<file path="config.mk">
export PLATFORM = sky130hd
export DESIGN_NAME = thresh_event_counter
export DESIGN_NICKNAME = d
export VERILOG_FILES = /design/src/rtl/tec_pkg.sv /design/src/rtl/tec_event_select.sv /design/src/rtl/tec_qualifier.sv /design/src/rtl/tec_accum.sv /design/src/rtl/thresh_event_counter.sv
export SDC_FILE = /design/constraint.sdc
export NUM_CORES = 1
export LEC_CHECK = 0
export ABC_CLOCK_PERIOD_IN_PS = 38300
export BUFFER_PORTS_ARGS = -buffer_cell sky130_fd_sc_hd__buf_2
export CORE_AREA = 2 2 222 137
export DETAILED_ROUTE_END_ITERATION = 12
export DIE_AREA = 0 0 224 139
export GPL_TIMING_DRIVEN = 0
export SLEW_MARGIN = 20
export SYNTH_ARGS = -nofsm -noshare
export SYNTH_HDL_FRONTEND = slang
export SYNTH_SLANG_ARGS = --single-unit
</file>
<file path="constraint.sdc">
create_clock -name clk -period 38.3 [get_ports clk]
set_input_delay 3.83 -clock clk [delete_from_list [all_inputs] [get_ports clk]]
set_output_delay 3.83 -clock clk [all_outputs]
set_load 0.01 [all_outputs]
</file>
<file path="src/rtl/tec_pkg.sv">
// Shared types for the thresholded event counter.
// Assumes: per-cycle counts are 3 bits wide and each source has eight lanes.
package tec_pkg;
    localparam int EV_W   = 3;
    localparam int LANES  = 8;
    localparam int CFG_W  = 30;

    localparam logic [1:0] PRIV_KERNEL = 2'd0;
    localparam logic [1:0] PRIV_USER   = 2'd3;

    // Configuration word, most significant field first.
    typedef struct packed {
        logic [7:0] umask;     // 29:22 lane mask
        logic [7:0] evsel;     // 21:14 source number
        logic [7:0] thresh;    // 13:6  threshold, zero means raw add
        logic       int_en;    // 5
        logic       invert;    // 4
        logic       edge_mode; // 3
        logic       kern_en;   // 2
        logic       user_en;   // 1
        logic       enable;    // 0
    } tec_cfg_t;
endpackage

</file>
<file path="src/rtl/tec_event_select.sv">
// Picks one source and sums the masked lanes of that source.
// The sum saturates at the largest per-cycle count. A source number
// outside the bank gives zero. Purely combinational.
module tec_event_select
    import tec_pkg::*;
#(
    parameter int NUM_SRC = 4
) (
    input  logic [NUM_SRC*LANES*EV_W-1:0] src_flat,
    input  logic [7:0]                    evsel,
    input  logic [7:0]                    umask,
    output logic [EV_W-1:0]               sel_count
);
    localparam int SUM_W   = EV_W + $clog2(LANES + 1);
    localparam int SAT_MAX = (1 << EV_W) - 1;

    logic [EV_W-1:0]  lanes [NUM_SRC][LANES];
    logic [SUM_W-1:0] lane_sum;

    // Unpack the flat source bus into a per-source, per-lane array.
    for (genvar s = 0; s < NUM_SRC; s++) begin : g_src
        for (genvar j = 0; j < LANES; j++) begin : g_lane
            assign lanes[s][j] = src_flat[(s*LANES+j)*EV_W +: EV_W];
        end
    end

    // Sum the masked lanes of the selected source.
    always_comb begin
        lane_sum = '0;
        for (int s = 0; s < NUM_SRC; s++) begin
            for (int j = 0; j < LANES; j++) begin
                if (evsel == 8'(s) && umask[j])
                    lane_sum = lane_sum + SUM_W'(lanes[s][j]);
            end
        end
    end

    // Clamp the sum to the per-cycle count range.
    always_comb begin
        if (lane_sum > SUM_W'(SAT_MAX))
            sel_count = EV_W'(SAT_MAX);
        else
            sel_count = lane_sum[EV_W-1:0];
    end
endmodule

</file>
<file path="src/rtl/tec_qualifier.sv">
// Turns the selected per-cycle count into this cycle's increment.
// It applies privilege gating, the enable bit, the threshold compare,
// inversion and edge detection. It holds one flop: the threshold
// condition of the previous cycle, updated every cycle.
module tec_qualifier
    import tec_pkg::*;
(
    input  logic            clk,
    input  logic            rst_n,
    input  tec_cfg_t        cfg,
    input  logic [EV_W-1:0] ev_count,
    input  logic [1:0]      priv,
    output logic [EV_W-1:0] inc_amt
);
    logic meets;
    logic cond;
    logic cond_prev;
    logic priv_ok;

    // Threshold compare with optional inversion.
    always_comb begin
        meets = (8'(ev_count) >= cfg.thresh);
        cond  = cfg.invert ? !meets : meets;
    end

    // Privilege level qualification.
    always_comb begin
        priv_ok = (priv == PRIV_USER   && cfg.user_en) ||
                  (priv == PRIV_KERNEL && cfg.kern_en);
    end

    // Select the increment for this cycle.
    always_comb begin
        if (!cfg.enable || !priv_ok)
            inc_amt = '0;
        else if (cfg.thresh == 8'd0)
            inc_amt = ev_count;
        else if (cfg.edge_mode)
            inc_amt = EV_W'(cond && !cond_prev);
        else
            inc_amt = EV_W'(cond);
    end

    // Remember the condition for edge detection.
    always_ff @(posedge clk) begin
        if (!rst_n)
            cond_prev <= 1'b0;
        else
            cond_prev <= cond;
    end
endmodule

</file>
<file path="src/rtl/tec_accum.sv">
// Counter register with preload, wrap detection, sticky overflow flag
// and a one-cycle interrupt pulse. A load overrides the increment and
// never reports a wrap.
module tec_accum
    import tec_pkg::*;
#(
    parameter int CNT_W = 40
) (
    input  logic             clk,
    input  logic             rst_n,
    input  logic             load,
    input  logic [CNT_W-1:0] load_val,
    input  logic [EV_W-1:0]  inc_amt,
    input  logic             int_en,
    input  logic             ovf_clr,
    output logic [CNT_W-1:0] count,
    output logic             ovf,
    output logic             irq
);
    logic [CNT_W:0] sum;
    logic           wrap;

    // Add with one extra bit to catch the carry out.
    always_comb begin
        sum  = {1'b0, count} + (CNT_W+1)'(inc_amt);
        wrap = !load && sum[CNT_W];
    end

    // Update counter, sticky flag and interrupt pulse.
    always_ff @(posedge clk) begin
        if (!rst_n) begin
            count <= '0;
            ovf   <= 1'b0;
            irq   <= 1'b0;
        end else begin
            count <= load ? load_val : sum[CNT_W-1:0];
            ovf   <= wrap || (ovf && !ovf_clr);
            irq   <= wrap && int_en;
        end
    end
endmodule

</file>
<file path="src/rtl/thresh_event_counter.sv">
// Top of the thresholded event counter. Holds the configuration word
// and wires the selector, the qualifier and the accumulator together.
// Assumes the register write strobes are single-cycle and synchronous.
module thresh_event_counter
    import tec_pkg::*;
#(
    parameter int NUM_SRC = 4,
    parameter int CNT_W   = 40
) (
    input  logic                          clk,
    input  logic                          rst_n,
    input  logic [NUM_SRC*LANES*EV_W-1:0] src_counts,
    input  logic [1:0]                    priv_level,
    input  logic                          cfg_wr,
    input  logic [CFG_W-1:0]              cfg_wdata,
    input  logic                          cnt_wr,
    input  logic [CNT_W-1:0]              cnt_wdata,
    input  logic                          stat_clr,
    output logic [CNT_W-1:0]              count_value,
    output logic                          ovf_status,
    output logic                          irq
);
    tec_cfg_t        cfg_q;
    logic [EV_W-1:0] sel_count;
    logic [EV_W-1:0] inc_amt;

    // Configuration register, written whole.
    always_ff @(posedge clk) begin
        if (!rst_n)
            cfg_q <= '0;
        else if (cfg_wr)
            cfg_q <= tec_cfg_t'(cfg_wdata);
    end

    tec_event_select #(.NUM_SRC(NUM_SRC)) u_sel (
        .src_flat  (src_counts),
        .evsel     (cfg_q.evsel),
        .umask     (cfg_q.umask),
        .sel_count (sel_count)
    );

    tec_qualifier u_qual (
        .clk      (clk),
        .rst_n    (rst_n),
        .cfg      (cfg_q),
        .ev_count (sel_count),
        .priv     (priv_level),
        .inc_amt  (inc_amt)
    );

    tec_accum #(.CNT_W(CNT_W)) u_acc (
        .clk      (clk),
        .rst_n    (rst_n),
        .load     (cnt_wr),
        .load_val (cnt_wdata),
        .inc_amt  (inc_amt),
        .int_en   (cfg_q.int_en),
        .ovf_clr  (stat_clr),
        .count    (count_value),
        .ovf      (ovf_status),
        .irq      (irq)
    );
endmodule

</file>
# --- After elaboration in Yosys (flattened, before gate mapping) ---
# Index checks and enable logic that the tools add are counted.
# W data, S select, Z words.
word_totals:
  regBits: 73
  input_bits: 173
  out_inout_bits: 42
  wordCells: 139
op_classes:
  add_sub_neg: 32
  n_lt_le_gt_ge: 2
  eq_ne: 4
  mux: 38
  reduce_logical: 50
ops:
  columns: ["cell", "count"]
  rows:
  - ["$mux W7", 31]
  - ["$add A7 B3 Y7", 30]
  - ["$add A40 B3 Y41", 1]
  - ["$mux W40", 1]
  - ["$logic_and A1 B1 Y1", 38]
  - ["$eq A8 B2 Y1 const B", 2]
  - ["$logic_not A8 Y1", 2]
  - ["$mux W3", 4]
  - ["$eq A8 B1 Y1 const B", 1]
  - ["$ge A3 B8 Y1", 1]
  - ["$gt A7 B3 Y1 const B", 1]
  - ["$logic_not A1 Y1", 6]
  - ["$add A3 B3 Y4", 1]
  - ["$logic_or A1 B1 Y1", 3]
  - ["$eq A2 B2 Y1 const B", 1]
  - ["$logic_not A2 Y1", 1]
  - ["$mux W1", 2]

# --- Depth between registers and ports, before layout ---
# Gate-level depths: netlist of the first run.
depth:
  depth_word: 77
  depth_mapped: 161
  ltp_nobuf: 158

# --- Hierarchy ---
# Synthesis of the first run repeated with hierarchy kept, for this count alone.
hier_totals:
  hier_cells: 1485
  area_unflattened_um2: 11247.0
modules_own_cells:
  columns: ["module", "instances", "cells_per_inst", "area_each_um2", "seq_area_each_um2"]
  rows:
  - ["tec_event_select", 1, 1082, 7533.5, 0.0]
  - ["tec_accum", 1, 276, 2322.2, 840.8]
  - ["thresh_event_counter", 1, 97, 1171.1, 600.6]
  - ["tec_qualifier", 1, 30, 220.2, 20.0]

# --- Worst setup path before layout of the first run ---
# OpenSTA, ideal clock, no wires.
synth_timing:
  path_kind: "input to register"
  startpoint: "in src_counts[0]"
  endpoint: "reg u_acc.count[38]"
  setup_time_ps: 115
  arrival_ps: 32138
  required_ps: 38185
  path_slack_ps: 6047
  path_stages: 117
  n_path_buf: 0
  path_cell_list: "nand2_1 -> nor2_1 -> ha_1 -> inv_1 -> fa_1 -> nor2b_1 -> o21a_1 -> fa_1 -> nand2b_1 -> o31ai_1 -> nor2_1 -> inv_1 -> fa_1 -> nand2b_1 -> o21ai_0 -> and2_1 -> fa_1 -> nand2b_1 -> [... 81 more ...] -> o31a_1 -> ha_1 -> inv_1 -> fa_1 -> nor2b_1 -> o21a_1 -> nand3_1 -> nor2_1 -> and3_1 -> nand3_1 -> nor2_1 -> nand3_1 -> nor2_1 -> and3_1 -> nand3_1 -> xor2_1 -> o21ai_0 -> and2_1"
synth_between:
  elab_chain_len: 74
synth_lines:
  columns: ["item", "line_no", "rtl"]
  rows:
  - ["start, declared", "thresh_event_counter.sv:12", "input logic [NUM_SRC*LANES*EV_W-1:0] src_counts,"]
  - ["$mux W3 *", "tec_event_select.sv:32", "if (evsel == 8'(s) && umask[j])"]
  - ["$add A3 B3 Y4", "tec_event_select.sv:33", "lane_sum = lane_sum + SUM_W'(lanes[s][j]);"]
  - ["$mux W7 *", "tec_event_select.sv:32", null]
  - ["$add A7 B3 Y7", "tec_event_select.sv:33", null]
  - ["$mux W7 *", "tec_event_select.sv:32", null]
  - ["$add A7 B3 Y7", "tec_event_select.sv:33", null]
  - ["$mux W7 *", "tec_event_select.sv:32", null]
  - ["$add A7 B3 Y7", "tec_event_select.sv:33", null]
  - ["[... 58 more ...]", null, null]
  - ["$logic_not A1 Y1", "tec_qualifier.sv:23", "cond = cfg.invert ? !meets : meets;"]
  - ["$mux W1", "tec_qualifier.sv:23", null]
  - ["$logic_and A1 B1 Y1", "tec_qualifier.sv:39", "inc_amt = EV_W'(cond && !cond_prev);"]
  - ["$mux W1", "tec_qualifier.sv:38", "else if (cfg.edge_mode)"]
  - ["$mux W3 *", "tec_qualifier.sv:36", "else if (cfg.thresh == 8'd0)"]
  - ["$mux W3 *", "tec_qualifier.sv:34", "if (!cfg.enable || !priv_ok)"]
  - ["$add A40 B3 Y41 *", "tec_accum.sv:25", "sum = {1'b0, count} + (CNT_W+1)'(inc_amt);"]
  - ["$mux W40 *", "tec_accum.sv:36", "count <= load ? load_val : sum[CNT_W-1:0];"]
  - ["end signal, assigned", "tec_accum.sv:36", null]
  - ["end, declared", "tec_accum.sv:16", "output logic [CNT_W-1:0] count,"]
# Every way passes the cells marked *; elsewhere a longest branch is shown, timed or not.
# A chain may end at the register's enable or synchronous reset.

# --- Worst setup path after layout of the first run ---
# Ends and elaborated chain as after synthesis.

==> qor.yml, run 1 <==
run_status:
  status: "complete, no violations"
final_layout:
  final_nets: 1899
  final_cell_area_um2: 12480
  area_delta_synth_final_pct: 17.45
  layout-drive-gt1-share_pct: 18.76
setup_path:
  crit_path_end_kind: "flop"
  required_ps: 38540
  worst_setup_path_start_kind: "input port"
  crit_arrival_ps: 36060
  crit_path_frequent_cell: "fa_1"
  path_max_fanout: 7
  cp_slowest_stage_delay_ps: 570
  slowest_stage: "fa_1"
  critical_path_class: "in2reg"
global_routing:
  grt_use_total_pct: 23.35
  first_global_vias: 10139
  grt_pass1_wl_mm: 57.11
  grt_antenna_before_repair: 6
  grt_max_degree: 13
  overflow: 0
timing:
  rsz0062_at_grt: "no"
  finalSetupViolCount: 0
  tightest_slew_ps: 887.3
  slew_violations: 0
  period_needed_ps: 35820
  holdWs_ps: 485.4
  fin_worst_skew_ps: 6.019
  fmax_ghz: 0.02791
  tns_ps: 0
  relSlewSlack_pct: 40.85
  period_share_pct: 93.53
  final_hold_viol_count: 0
logic_synthesis:
  synth.avg_cell_area_um2: 7.758
  synth.distinct_cells: 95
  yosys.area.top_type: "dfxtp_1"
  synth.most_common_cell: "nand2_1"
  async_flop_share_pct: 0
  ys_warn_count: 0
  synth_top_area_share_pct: 13.75
  synth.area.top_cells: "dfxtp_1, ha_1, fa_1"
  synth_common_cells: "nand2_1, nor2_1, ha_1"
  synth-main-ff-cell: "dfxtp_1"
  netlist_instances: 1370
  syn_area_um2: 10630
  synth_edf_count: 0
  ys_seq_area_share_pct: 13.75
  ys_seq_elements: 73
placed_design:
  dpl.hpwl_mm: 31.09
  gp_congestion: 0.9025
  portBuffers: 211
  place_area_um2: 12170
pwr:
  p_int_uw: 187.4
  ir_worst_vdd_uv: 23.75
  seq_power_share_pct: 28.3
  p_switching_uw: 112.2
  fin_total_pwr_uw: 299.6
  leakage_nw: 5.640
  p_sw_share_pct: 37.45
  power_frac_clock_pct: 28.7
  pwr-share-comb_pct: 43.0
  powerDensity_nw_per_um2: 24.00
routing:
  drtPass1Iterations: 6
  postRouteAntennaNets: 0
  drtIter0Drc: 892
  drc: 0
  vias_per_cell: 5.547
  drt_wl_total_mm: 37.09
  vias: 11017
  wl_per_cell_um: 18.68
hold_path:
  hp-class: "reg2reg"
clock_network:
  ctsHoldBuffers: 0
  cts.sinks: 73
  clk_pin_slew_worst_paths_ps: 60
  cts_buffers: 9
  clkLatencyLatePin_ps: 340
  cts_tree: "done"
  cts-root-buf: "clkbuf_16"
  postCtsResizedCells: 0
  cts_buffer_depth: 2
  postCtsSetupBuffers: 0
  h-tree-depth: 3
floorplan:
  core_um2: 29240
  boundaryPins: 215
  num_rows: 49
  fp.dieH_um: 139
  die_w_um: 224
  start_util_pct: 36.35
  dieArea_um2: 31140
job:
  cap_violations: 0
==> final cells by class <==
| class | count | area (um2) |
|---|---|---|
| Clock buffer | 11 | 242.7 |
| Timing Repair Buffer | 211 | 1056 |
| Fill cell | 3003 | 16760 |
| Multi-Input combinational cell | 1214 | 8845 |
| Inverter | 29 | 108.9 |
| Sequential cell | 73 | 1461 |
| Antenna cell | 5 | 12.51 |
| Buffer | 57 | 225.2 |
| Tap cell | 382 | 478.0 |
| Clock inverter | 4 | 53.80 |
==> power groups by stage <==
stage | combinational [mW] | sequential [mW] | clock (mW)
global placement | 0.124 | 0.0862 | 0
detailed placement | 0.126 | 0.0863 | 0
global route | 0.144 | 0.0853 | 0.0912
finish | 0.129 | 0.0848 | 0.0860
floorplan | 0.0853 | 0.0863 | 0
CTS | 0.127 | 0.0846 | 0.0876
==> stage by stage <==
stage	worst slack [ps]	util, %	instances
2_1_floorplan	6047	-	1373
3_3_place_gp	2635	41.63	1966
3_5_place_dp	2411	41.63	1966
4_1_cts	2665	42.64	1981
5_1_grt	597.0	42.69	1986
6_report	2477	42.69	1986
==> state kept, by name, summed over array words and instances (netlist names) <==
name and flops:
u_acc.count 40, u_acc.irq 1, u_acc.ovf 1, cfg_q 30, u_qual.cond_prev 1
==> layer usage <==
| metal | up-vias | routed length (um) | share of wire [%] | track usage, % |
|---|---|---|---|---|
| met5 | - | 0 | 0 | 0 |
| met2 | 401 | 14550 | 39 | 31.95 |
| met4 | 0 | 658 | 1.8 | 4.947 |
| met3 | 39 | 2709 | 7.3 | 4.492 |
| li1 | 5394 | - | - | - |
| met1 | 5183 | 19180 | 52 | 36.87 |
==> path summary, 6_finish.rpt <==
path                                             start                         end  slack [ps]  cells past startpoint
worst max-delay path                     src_counts[0]  u_acc.count[38]$_SDFF_PN0_        2480                    120
worst min register to register   cfg_q[5]$_SDFFE_PN0P_        u_acc.irq$_SDFF_PN0_         490                      1
worst max register to register  cfg_q[21]$_SDFFE_PN0P_  u_acc.count[38]$_SDFF_PN0_        4080                    123
worst min-delay path             cfg_q[5]$_SDFFE_PN0P_        u_acc.irq$_SDFF_PN0_         490                      1
==> cells by family after synthesis <==
kind of cell | synth area share (%)
xor+xnor | 10.91
simple gates | 25.04
buf+inv | 3.143
fa+ha+maj | 17.78
mux | 7.216
flops | 13.75
compound gates | 22.13
other cells | 0.03528
==> worst max-delay path, delay by kind of cell <==
| kind | cells | cell delay (ps) |
|---|---|---|
| AO/OA/AOI/OAI | 31 | 6400 |
| XOR/XNOR | 2 | 330 |
| adder cells (fa/ha/maj) | 34 | 15890 |
| buffers and inverters | 5 | 450 |
| multiplexers | 11 | 3450 |
| AND/OR/NAND/NOR | 37 | 5670 |
==> cell usage in the layout, fill, tap and decap left out, types with 13 or more instances in the layout <==
cell type  Yosys  layout
and3_1        22      22
mux2i_1       42      42
buf_2          3     214
mux2_2        27      27
xnor2_1       57      57
fa_1          32      32
nor2b_1       51      51
clkbuf_1      47      48
a21oi_1       94      94
and2_1        50      50
nand2_1      150     150
xor2_1        51      51
o211ai_1      14      14
o21ai_0       88      88
dfxtp_1       73      73
a21o_1        28      28
nand4_1       13      13
nor2_1       125     125
o21a_1        15      15
inv_1         28      28
nand3_1       27      27
a31oi_1       13      13
nor3_1        22      22
ha_1          99      99
Power figures use the tool's default switching activity.
==> run 2: changes to the inputs <==
BUFFER_PORTS_ARGS = -buffer_cell sky130_fd_sc_hd__clkbuf_2   (was -buffer_cell sky130_fd_sc_hd__buf_2)
==> qor.yml, run 2 (synthesized netlist as in run 1, its figures left out) <==
routing:
  drtPass1Iterations: 7
  vias: 10933
  drtIter0Drc: 802
  drc: 0
  postRouteAntennaNets: 0
  vias_per_cell: 5.513
  wl_per_cell_um: 18.74
  drt_wl_total_mm: 37.15
final_layout:
  reg_top3: "u_acc.count (40), cfg_q (30)"
  layout-drive-gt1-share_pct: 18.76
  final_common_cell: "clkbuf_2"
  postLayoutCoreUtil_pct: 42.66
  largest_register: "u_acc.count"
  largest_register_ffs: 40
  final_nets: 1899
  final_cell_mix: "clkbuf_2, nand2_1, nor2_1, ha_1, a21oi_1"
  area_delta_synth_final_pct: 17.37
setup_path:
  slowest_stage: "a21oi_1"
  critical_path_class: "in2reg"
  path_buf_inv: 5
  worst-path-stages: 120
  reg2reg_from: "cfg_q[21]$_SDFFE_PN0P_"
  r2r.worst_path.cells: 123
  crit_path_end_kind: "flop"
  rrSetupSlack_ps: 4060
  critPathLaunch: "src_counts[0]"
  crit_family: "adder cells"
  regToRegEndpoint: "u_acc.count[38]$_SDFF_PN0_"
  crit_arrival_ps: 36080
  crit_path_frequent_cell: "fa_1"
  endpoint: "u_acc.count[38]$_SDFF_PN0_"
  required_ps: 38540
  cp_slowest_stage_delay_ps: 570
  worst_setup_path_start_kind: "input port"
  path_max_fanout: 7
pwr:
  ir_worst_vdd_uv: 24.77
  powerDensity_nw_per_um2: 23.87
  fin_total_pwr_uw: 297.8
  leakage_nw: 5.651
placed_design:
  gp_congestion: 0.9005
  dpl.hpwl_mm: 31.24
  portBuffers: 211
timing:
  slew_violations: 0
  fmax_ghz: 0.02790
  fin_worst_skew_ps: 6.306
  relSlewSlack_pct: 39.15
  tns_ps: 0
  period_needed_ps: 35850
  period_share_pct: 93.59
  rsz0062_at_grt: "no"
  tightest_slew_ps: 912.7
  final_hold_viol_count: 0
  finalSetupViolCount: 0
floorplan:
  core_um2: 29240
  start_util_pct: 36.35
  num_rows: 49
  dieArea_um2: 31140
  boundaryPins: 215
  die_w_um: 224
  fp.dieH_um: 139
clock_network:
  cts.sinks: 73
  ctsHoldBuffers: 0
  cts_buffer_depth: 2
  postCtsResizedCells: 0
  h-tree-depth: 3
  clkLatencyLatePin_ps: 340
  cts_tree: "done"
  postCtsSetupBuffers: 0
  cts_buffers: 9
  clk_pin_slew_worst_paths_ps: 60
  cts-root-buf: "clkbuf_16"
global_routing:
  grt_max_degree: 13
  grt_antenna_before_repair: 2
  grt_pass1_wl_mm: 58.10
  grt_use_total_pct: 23.63
  overflow: 0
  first_global_vias: 10416
hold_path:
  hp-class: "reg2reg"
run_status:
  status: "complete, no violations"
job:
  cap_violations: 0
-- run 2: changes by cell type in the layout (fill, tap and decap cells not counted) --
cell | before | now
clkbuf_2 | 0 | 211
diode_2 | 5 | 2
buf_2 | 214 | 3
-- run 2: cell type report --
type / count / area (um2)
antenna: 2 / 5.005
buffer: 57 / 225.2
clock buffer: 11 / 242.7
clock inverter: 4 / 53.80
fill: 3031 / 16770
inverter: 29 / 108.9
multi-input combinational: 1214 / 8845
sequential: 73 / 1461
tap: 382 / 478.0
timing repair buffer: 211 / 1056
-- run 2: metal layers --
layer  vias to the layer above  global-route usage (%)  wire length (um)
met5                         -                       0                 0
met4                         0                   4.491               492
met3                        34                   3.962              2715
met2                       365                   33.15             14940
met1                      5156                   37.20             19010
li1                       5378                       -                 -
-- run 2: how the worst min path moves through the flow --
stage,startpoint,to,slack [ps],cells past startpoint
4_1_cts,cfg_q[5]$_SDFFE_PN0P_,u_acc.irq$_SDFF_PN0_,480,1
3_3_place_gp,cfg_q[5]$_SDFFE_PN0P_,u_acc.irq$_SDFF_PN0_,470,1
2_1_floorplan,cfg_q[5]$_SDFFE_PN0P_,u_acc.irq$_SDFF_PN0_,450,1
6_report,cfg_q[5]$_SDFFE_PN0P_,u_acc.irq$_SDFF_PN0_,480,1
5_1_grt,cfg_q[5]$_SDFFE_PN0P_,u_acc.irq$_SDFF_PN0_,500,1
3_5_place_dp,cfg_q[5]$_SDFFE_PN0P_,u_acc.irq$_SDFF_PN0_,460,1
-- run 2: through the flow --
| step | worst slack [ps] | std cells | cell area, um2 | hold WS, ps |
|---|---|---|---|---|
| floorplan | 6047 | 1373 | 10640 | 451.8 |
| global placement | 2622 | 1966 | 12170 | 469.4 |
| detailed placement | 2294 | 1966 | 12170 | 460.8 |
| CTS | 2534 | 1981 | 12470 | 478.8 |
| global route | 208.2 | 1983 | 12480 | 499.1 |
| finish | 2453 | 1983 | 12480 | 479.5 |
-- run 2: report_power, final --
part | switching [mW] | leakage [nW] | internal [mW]
logic | 0.0734 | 4.91 | 0.0549
registers | 0.00460 | 0.602 | 0.0804
clock network | 0.0326 | 0.138 | 0.0519
total | 0.111 | 5.65 | 0.187
-- run 2: worst reg2reg max path: cells and delay by family, from the launching register on --
| family | cells | cell delay (ps) |
|---|---|---|
| multiplexers | 11 | 3440 |
| buffers and inverters | 7 | 1370 |
| adder cells (fa/ha/maj) | 34 | 15830 |
| XOR/XNOR | 2 | 310 |
| flip-flops | 1 | 330 |
| AO/OA/AOI/OAI | 31 | 6490 |
| AND/OR/NAND/NOR | 38 | 6360 |
==> run 3: changes to the inputs <==
ABC_AREA = 1   (was not set)
CORE_AREA = 2 2 219 135   (was 2 2 222 137)
DIE_AREA = 0 0 221 137   (was 0 0 224 139)
==> qor.yml, run 3 <==
final_layout:
  largest_register_ffs: 40
  postLayoutCoreUtil_pct: 43.08
  layout-drive-gt1-share_pct: 21.36
  final_cells: 2217
  final_cell_mix: "nand2_1, inv_1, nor2_1, clkbuf_2, ha_1"
  largest_register: "u_acc.count"
  final_nets: 2139
  reg_top3: "u_acc.count (40), cfg_q (30)"
  fillerInstances: 3008
  final_common_cell: "nand2_1"
  area_delta_synth_final_pct: 18.13
  final_cell_area_um2: 12190
placed_design:
  dpl.hpwl_mm: 27.16
  place_area_um2: 11860
  place_inst: 2199
  dp_slack_ps: 3122
  portBuffers: 214
  gp_congestion: 0.9249
timing:
  tns_ps: 0
  finalWorstSetupSlack_ps: 3473
  finalSetupViolCount: 0
  rsz0062_at_grt: "no"
  final_hold_viol_count: 0
  period_share_pct: 90.93
  fin_worst_skew_ps: 13.21
  holdWs_ps: 466.4
  slew_violations: 0
  tightest_slew_ps: 906.6
  relSlewSlack_pct: 39.10
  fmax_ghz: 0.02871
  period_needed_ps: 34830
logic_synthesis:
  ys_seq_elements: 73
  synth_common_cells: "nand2_1, inv_1, nor2_1"
  synth.area.top_cells: "dfxtp_1, ha_1, nand2_1"
  netlist_instances: 1610
  synth-simple-area-share_pct: 37.24
  yosys.area.top_type: "dfxtp_1"
  synth.distinct_cells: 45
  synth_top_area_share_pct: 14.17
  synthAdderAreaFrac_pct: 18.22
  synth.avg_cell_area_um2: 6.407
  synthXorXnorAreaFrac_pct: 6.793
  synth_edf_count: 0
  synth_fp_nets: 1914
  muxShareOfSynthArea_pct: 0.2183
  synth_compound_area_share_pct: 12.88
  ys_warn_count: 0
  ys_seq_area_share_pct: 14.17
  async_flop_share_pct: 0
  synth_top_family_by_area: "simple AND/OR/NAND/NOR gates"
  syn_area_um2: 10310
  synth.most_common_cell: "nand2_1"
  synth-main-ff-cell: "dfxtp_1"
clock_network:
  clk_pin_slew_worst_paths_ps: 70
  postCtsSetupBuffers: 0
  cts.sinks: 73
  postCtsResizedCells: 0
  ctsHoldBuffers: 0
  cts-root-buf: "clkbuf_16"
  h-tree-depth: 3
  cts_buffers: 9
  clkLatencyLatePin_ps: 340
  cts_tree: "done"
  cts_buffer_depth: 2
routing:
  drtIter0Drc: 604
  vias_per_cell: 4.828
  drc: 0
  drt_wl_total_mm: 31.21
  drtPass1Iterations: 5
  postRouteAntennaNets: 0
  vias: 10703
  wl_per_cell_um: 14.08
pwr:
  p_sw_share_pct: 38.75
  fin_total_pwr_uw: 317.8
  leakage_nw: 6.455
  p_int_uw: 194.6
  pwr-share-comb_pct: 43.6
  power_frac_clock_pct: 29.3
  ir_worst_vdd_uv: 17.16
  seq_power_share_pct: 27.1
  p_switching_uw: 123.1
  powerDensity_nw_per_um2: 26.08
floorplan:
  num_rows: 48
  die_w_um: 221
  core_um2: 28290
  dieArea_um2: 30280
  start_util_pct: 36.46
  boundaryPins: 215
  fp.dieH_um: 137
setup_path:
  rrSetupSlack_ps: 6040
  required_ps: 38530
  cp_slowest_stage_delay_ps: 530
  r2r.worst_path.cells: 160
  crit_arrival_ps: 35050
  crit_path_frequent_cell: "nand2_1"
  crit_path_end_kind: "flop"
  critPathLaunch: "src_counts[0]"
  slowest_stage: "fa_1"
  reg2reg_from: "cfg_q[19]$_SDFFE_PN0P_"
  regToRegEndpoint: "u_acc.count[38]$_SDFF_PN0_"
  critical_path_class: "in2reg"
  path_max_fanout: 4
  worst_setup_path_start_kind: "input port"
global_routing:
  first_global_vias: 9925
  grt_max_degree: 15
  grt_use_total_pct: 20.52
  overflow: 0
  grt_antenna_before_repair: 4
  grt_pass1_wl_mm: 50.29
hold_path:
  hold-path-endpoint: "cfg_q[0]$_SDFFE_PN0P_"
  hp-class: "reg2reg"
  hp-start: "cfg_q[0]$_SDFFE_PN0P_"
  min_path_cells: 2
run_status:
  status: "complete, no violations"
job:
  cap_violations: 0
## run 3: changes by cell type after synthesis, moves of 24 or more
cell,before,now
inv_1,28,252
nor2_1,125,239
nand2_1,150,262
nand3_1,27,98
nand2_2,0,62
nor2b_1,51,0
mux2i_1,42,0
and2_1,50,9
clkbuf_1,47,20
xnor2_1,57,30
mux2_2,27,2
nand3_2,1,25
## run 3: worst max path at each step
stage,to
floorplan,u_acc.count[38]$_SDFF_PN0_
global placement,u_acc.count[38]$_SDFF_PN0_
detailed placement,u_acc.count[38]$_SDFF_PN0_
CTS,u_acc.count[38]$_SDFF_PN0_
global route,u_acc.count[38]$_SDFF_PN0_
finish,u_acc.count[38]$_SDFF_PN0_
## run 3: power by group through the flow
stage	combinational (mW)	sequential, mW	clock (mW)
3_5_place_dp	0.138	0.0878	0
6_report	0.139	0.0862	0.0930
3_3_place_gp	0.133	0.0877	0
5_1_grt	0.160	0.0869	0.0983
4_1_cts	0.138	0.0861	0.0954
2_1_floorplan	0.0950	0.0879	0
## run 3: critical path: cells and delay by family
family,cells,cell delay (ps)
AOI/OAI and AO/OA,22,4870
xor gates and xnor gates,10,1910
adders and majority gates,35,14490
buffers and inverters,20,1360
and+or+nand+nor,70,8570
## run 3: layout make-up
| cell class | count | area, um2 | area share [%] |
|---|---|---|---|
| clock buffers | 9 | 225.2 | 1.848 |
| well taps | 375 | 469.2 | 3.851 |
| diodes | 2 | 5.005 | 0.04107 |
| clock inverters | 7 | 100.1 | 0.8214 |
| inverters | 265 | 994.7 | 8.163 |
| flip-flops and latches | 73 | 1461 | 11.99 |
| plain buffers | 21 | 86.33 | 0.7085 |
| multi-input cells | 1251 | 7772 | 63.78 |
| repair buffers | 214 | 1071 | 8.789 |
## run 3: cells by family (layout without fill, tap and decap cells)
| logic type | after synthesis | in the layout |
|---|---|---|
| compound gates | 240 | 240 |
| xor+xnor | 80 | 80 |
| fa+ha+maj | 131 | 131 |
| buf+inv | 286 | 516 |
| flops | 73 | 73 |
| mux | 2 | 2 |
| other cells | 0 | 2 |
| simple gates | 798 | 798 |
## run 3: metal layers
layer	global-route usage, %	routed length, um	share of wire [%]
met5	0	30	0.096
met4	4.064	440	1.4
met3	2.898	1555	5.0
met2	30.78	12760	41
met1	30.96	16420	53
